File: config.mk
export PLATFORM = sky130hd
export DESIGN_NAME = periph_bridge
export DESIGN_NICKNAME = d
export VERILOG_FILES = /design/src/rtl/periph_bridge.sv
export SDC_FILE = /design/constraint.sdc
export NUM_CORES = 1
export LEC_CHECK = 0
export BUFFER_PORTS_ARGS = -buffer_cell sky130_fd_sc_hd__buf_2
export CORE_UTILIZATION = 35
export CTS_BUF_LIST = sky130_fd_sc_hd__clkbuf_4
export DETAILED_ROUTE_END_ITERATION = 8
export PLACE_DENSITY_LB_ADDON = 0.15
export RECOVER_POWER = 25
export SYNTH_ARGS = -nofsm -noshare
export SYNTH_HDL_FRONTEND = slang
export SYNTH_SLANG_ARGS = --single-unit
File: constraint.sdc
create_clock -name clk -period 2.7 [get_ports clk]
set_input_delay 0.135 -clock clk [delete_from_list [all_inputs] [get_ports clk]]
set_output_delay 0.135 -clock clk [all_outputs]
set_load 0.01 [all_outputs]
File: src/rtl/periph_bridge.sv
module periph_bridge #(
  parameter int AW = 12,
  parameter int DW = 16,
  parameter logic [AW-1:0] NARROW_BASE = 'h300,
  parameter logic [AW-1:0] NARROW_MASK = 'hF00
) (
  input  logic            clk,
  input  logic            rst_n,
  input  logic [1:0]      cfg_core_bus,
  input  logic [1:0]      cfg_bus_per,
  input  logic            cpu_req,
  input  logic            cpu_wr,
  input  logic [AW-1:0]   cpu_addr,
  input  logic [DW-1:0]   cpu_wdata,
  output logic            cpu_busy,
  output logic            cpu_done,
  output logic [DW-1:0]   cpu_rdata,
  output logic            bus_stb,
  output logic            per_stb,
  output logic            p_sel,
  output logic            p_wr,
  output logic [AW-1:0]   p_addr,
  output logic [DW-1:0]   p_wdata,
  output logic [DW/8-1:0] p_lanes,
  input  logic [DW-1:0]   p_rdata
);
  localparam int LANES = DW / 8;

  typedef enum logic [2:0] {S_IDLE, S_PREP, S_HAND, S_BUS, S_PER, S_RET} state_t;

  function automatic logic [1:0] ratio_lg(input logic [1:0] code);
    return code[1] ? 2'd2 : {1'b0, code[0]};
  endfunction

  state_t        state;
  logic [3:0]    phase;
  logic [1:0]    cb_q, bp_q, cnt;
  logic          wr_q, narrow_q;
  logic [AW-1:0] addr_q;
  logic [DW-1:0] wdata_q, rdata_q;

  logic [1:0] cb_lg, bp_lg;
  logic [3:0] cb_mask, bp_mask;

  assign cb_lg   = ratio_lg(cb_q);
  assign bp_lg   = ratio_lg(bp_q);
  assign cb_mask = (4'd1 << cb_lg) - 4'd1;
  assign bp_mask = (4'd1 << bp_lg) - 4'd1;
  assign bus_stb = (phase & cb_mask) == cb_mask;
  assign per_stb = bus_stb && (((phase >> cb_lg) & bp_mask) == bp_mask);

  assign cpu_busy  = state != S_IDLE;
  assign cpu_rdata = rdata_q;
  assign p_sel     = state == S_PER;
  assign p_wr      = wr_q;
  assign p_addr    = addr_q;
  assign p_wdata   = narrow_q ? {{(DW-8){1'b0}}, wdata_q[7:0]} : wdata_q;
  assign p_lanes   = narrow_q ? LANES'(1) : {LANES{1'b1}};

  always_ff @(posedge clk) begin
    if (!rst_n) begin
      state    <= S_IDLE;
      phase    <= '0;
      cb_q     <= '0;
      bp_q     <= '0;
      cnt      <= '0;
      wr_q     <= 1'b0;
      narrow_q <= 1'b0;
      addr_q   <= '0;
      wdata_q  <= '0;
      rdata_q  <= '0;
      cpu_done <= 1'b0;
    end else begin
      phase    <= phase + 4'd1;
      cpu_done <= 1'b0;
      if (state == S_IDLE) begin
        cb_q <= cfg_core_bus;
        bp_q <= cfg_bus_per;
      end
      case (state)
        S_IDLE: if (cpu_req) begin
          addr_q   <= cpu_addr;
          wr_q     <= cpu_wr;
          wdata_q  <= cpu_wdata;
          narrow_q <= (cpu_addr & NARROW_MASK) == NARROW_BASE;
          cnt      <= '0;
          state    <= S_PREP;
        end
        S_PREP: begin
          if (cnt == 2'd2) state <= bus_stb ? S_BUS : S_HAND;
          else cnt <= cnt + 2'd1;
        end
        S_HAND: if (bus_stb) state <= S_BUS;
        S_BUS: if (per_stb) begin
          cnt   <= '0;
          state <= S_PER;
        end
        S_PER: if (per_stb) begin
          if (cnt == 2'd1) begin
            cnt <= '0;
            if (wr_q) begin
              cpu_done <= 1'b1;
              state    <= S_IDLE;
            end else begin
              rdata_q <= narrow_q ? {{(DW-8){1'b0}}, p_rdata[7:0]} : p_rdata;
              state   <= S_RET;
            end
          end else cnt <= 2'd1;
        end
        S_RET: begin
          if (cnt == 2'd1) begin
            cpu_done <= 1'b1;
            state    <= S_IDLE;
          end else cnt <= cnt + 2'd1;
        end
        default: state <= S_IDLE;
      endcase
    end
  end
endmodule

==> qor.csv <==
metric,value,unit
"commonest non-fill, non-tap cell in the layout",buf_2,
Logic pwr share,0.250,
dpl hpwl,4.05,mm
Ys Warns,0,
final slew viol count,65,
RSZ-0062 raised after global routing,false,
"Seq/Total Area, Yosys",0.442,
area of the die,8120,um^2
Initial DRC Count,65,
Final nets,498,
vias in the first global route,2150,
post-synth top area share,0.442,
first-pass GRT wire length,10.5,mm
Die Wd,90.1,um
maximum root-to-sink buffer count,2,
CP required,2.98,ns
Area Growth Syn to Fin,39.2,%
Seq pwr share,0.498,
routability cong.,0.713,
CTS Root Buffer Type,clkbuf_4,
clock-pin slew on the worst setup and hold paths,0.10,ns
worst stage delay on the critical path,0.53,ns
HP Class,in -> reg,
flip-flop and latch area,1200,um^2
leakage,1.59,nW
period utilization,0.754,
power density over cell area,539,nW/um^2
cts hold-fix bufs,47,
post-CTS sizing,0,
Sw Pwr,0.000642,W
final setup vio count,0,
Via density,4.49,
CTS buffer count,9,
asr flop ratio synth,0,
Synth Flop Type,dfxtp_1,
"Min Clock Period, post-route",2.04,ns
Pint,0.00140,W
CTS tree,built,
PortBufs,102,
core box area,7370,um^2
Fmax achieved,0.491,GHz
largest net degree at the start of global routing,65,
MaxCap Viol Count,1,
"Setup Fix Bufs, Post-CTS",0,
relative slew slack,-0.569,
Hold WS,0.0299,ns
startpoint types,flop,
post-synthesis register bit count,60,
Multi-input gate area,1340,um^2
final hold violations,0,
Post-Synthesis Cell Area,2720,um^2
"Cell Chain, Critical Path",nor3b_2 > nand3b_1 > a2111oi_4 > buf_4 > mux2i_1 > nor2b_1,
post-synthesis average cell area,8.89,um^2
Detail Route Antenna Nets,0,
CP arrival,2.31,ns
CP Max Fanout,24,
n_diodes,0,
"commonest cells after routing, fill and taps aside","78 x buf_2, 71 x nand2_1, 60 x dfxtp_1",
Critical-path top delay cell,dfxtp_1,
clock sinks,60,
H-tree Lvls,3,
Slew @ Worst Pin,2.35,ns
Synthesized Nets,361,
Post-synth EDFFs,0,
gr ovfl total,0,
layout cell share with drive strength beyond 1,0.230,
drc violations,0,
failing checks,"capacitance limit, slew limit",
final setup TNS,0,ns
chip height,90.1,um
clock skew,0.0104,ns
Initial DRT Pass Iterations,4,
io pins,104,
Rows,31,
post-synth top area cell,dfxtp_1,
dominant cells by area after synthesis,"dfxtp_1 44%, nand2_1 9.8%, a21boi_0 8.3%, mux2i_1 7.0%, nor2b_1 5.5%",
clock power share,0.251,
Mapped Cells,306,
Starting Density,0.369,
Worst VDD drop,0.280,mV
distinct cell type count after synthesis,38,
Crit. End Element,flop,
Global Route Usage Sum,0.161,
Routed WL,6.60,mm
# fillers,744,
initial antenna violation count,0,
DR WL/cell,12.1,um
status,finished with violations,
Setup CP Type,reg -> reg,
Sw Ratio,0.315,
clock latency on the worst-skew pair,0.39,ns
DR vias,2458,
## layer usage
layer  wire, um  GRT usage
met1       3130      0.208
met2       3070      0.253
met3        336     0.0448
met4         61     0.0605
met5          0          0
## synth_stat cells, types with 2 or more instances
cell type / instances
buf_6: 2
a21boi_1: 8
nor2_1: 4
nand2_1: 71
and2_1: 4
nand3b_1: 3
inv_1: 5
ha_1: 3
mux2i_1: 19
o21a_1: 3
clkbuf_1: 17
a21oi_1: 3
dfxtp_1: 60
nor2b_1: 24
nand3_1: 9
a21boi_0: 30
nand2b_1: 12
buf_4: 9
## cell families after synthesis
kind of cell | after synthesis | synth area share
xor+xnor | 2 | 0.00644
fa+ha+maj | 3 | 0.0138
simple gates | 131 | 0.234
other cells | 1 | 0.00138
compound gates | 55 | 0.163
mux | 20 | 0.0741
buf+inv | 34 | 0.0649
flops | 60 | 0.442
## state kept, by name, summed over array words and instances, names as in the netlist
name and cells:
phase 4, bp_q 2, wdata_q 16, cb_q 2, state 3, p_wr 1
cnt 2, cpu_rdata 16, narrow_q 1, cpu_done 1, p_addr 12
## area by class of cell
class / instances / area share
multi-input cells: 212 / 0.354
inverters: 6 / 0.00595
well taps: 99 / 0.0327
repair buffers: 154 / 0.261
clock buffers: 10 / 0.0198
flip-flops and latches: 60 / 0.317
clock inverters: 6 / 0.00827
## critical path, delay by kind of cell (launching register included)
| family | cells | cell delay (ns) |
|---|---|---|
| buffers and inverters | 1 | 0.33 |
| DFF | 1 | 0.53 |
| AOI/OAI and AO/OA | 1 | 0.28 |
| and+or+nand+nor | 3 | 0.57 |
| muxes | 1 | 0.22 |
## per-stage QoR
step,instances,setup slack [ns],util,power (W),instance area [um^2]
final,547,0.665,0.513,0.00204,3780
after global routing,547,0.447,0.513,0.00218,3780
after CTS,547,0.685,0.517,0.00208,3810
after detailed placement,484,0.685,0.439,0.00150,3240
after global placement,484,0.765,0.439,0.00150,3240
after floorplan,306,0.833,-,0.00134,2720
## final timing paths
check / depth (start not counted) / slack, ns / from / to
worst max-delay path: 6 / 0.66 / state[2]$_SDFFE_PN0P_ / cpu_rdata[7]$_SDFFE_PN0P_
worst min-delay path: 3 / 0.03 / p_rdata[9] / cpu_rdata[9]$_SDFFE_PN0P_
worst max register to register: 6 / 0.66 / state[2]$_SDFFE_PN0P_ / cpu_rdata[7]$_SDFFE_PN0P_
worst min register to register: 2 / 0.47 / wdata_q[7]$_SDFFE_PN0P_ / wdata_q[7]$_SDFFE_PN0P_
## power groups by stage
stage	Combinational (W)	Clock (W)	Sequential [W]
finish	0.000511	0.000513	0.00102
detailed placement	0.000467	0	0.00104
global placement	0.000464	0	0.00103
global route	0.000565	0.000582	0.00103
CTS	0.000520	0.000547	0.00102
floorplan	0.000319	0	0.00102
Note: power is estimated with default switching activity, not from simulation.
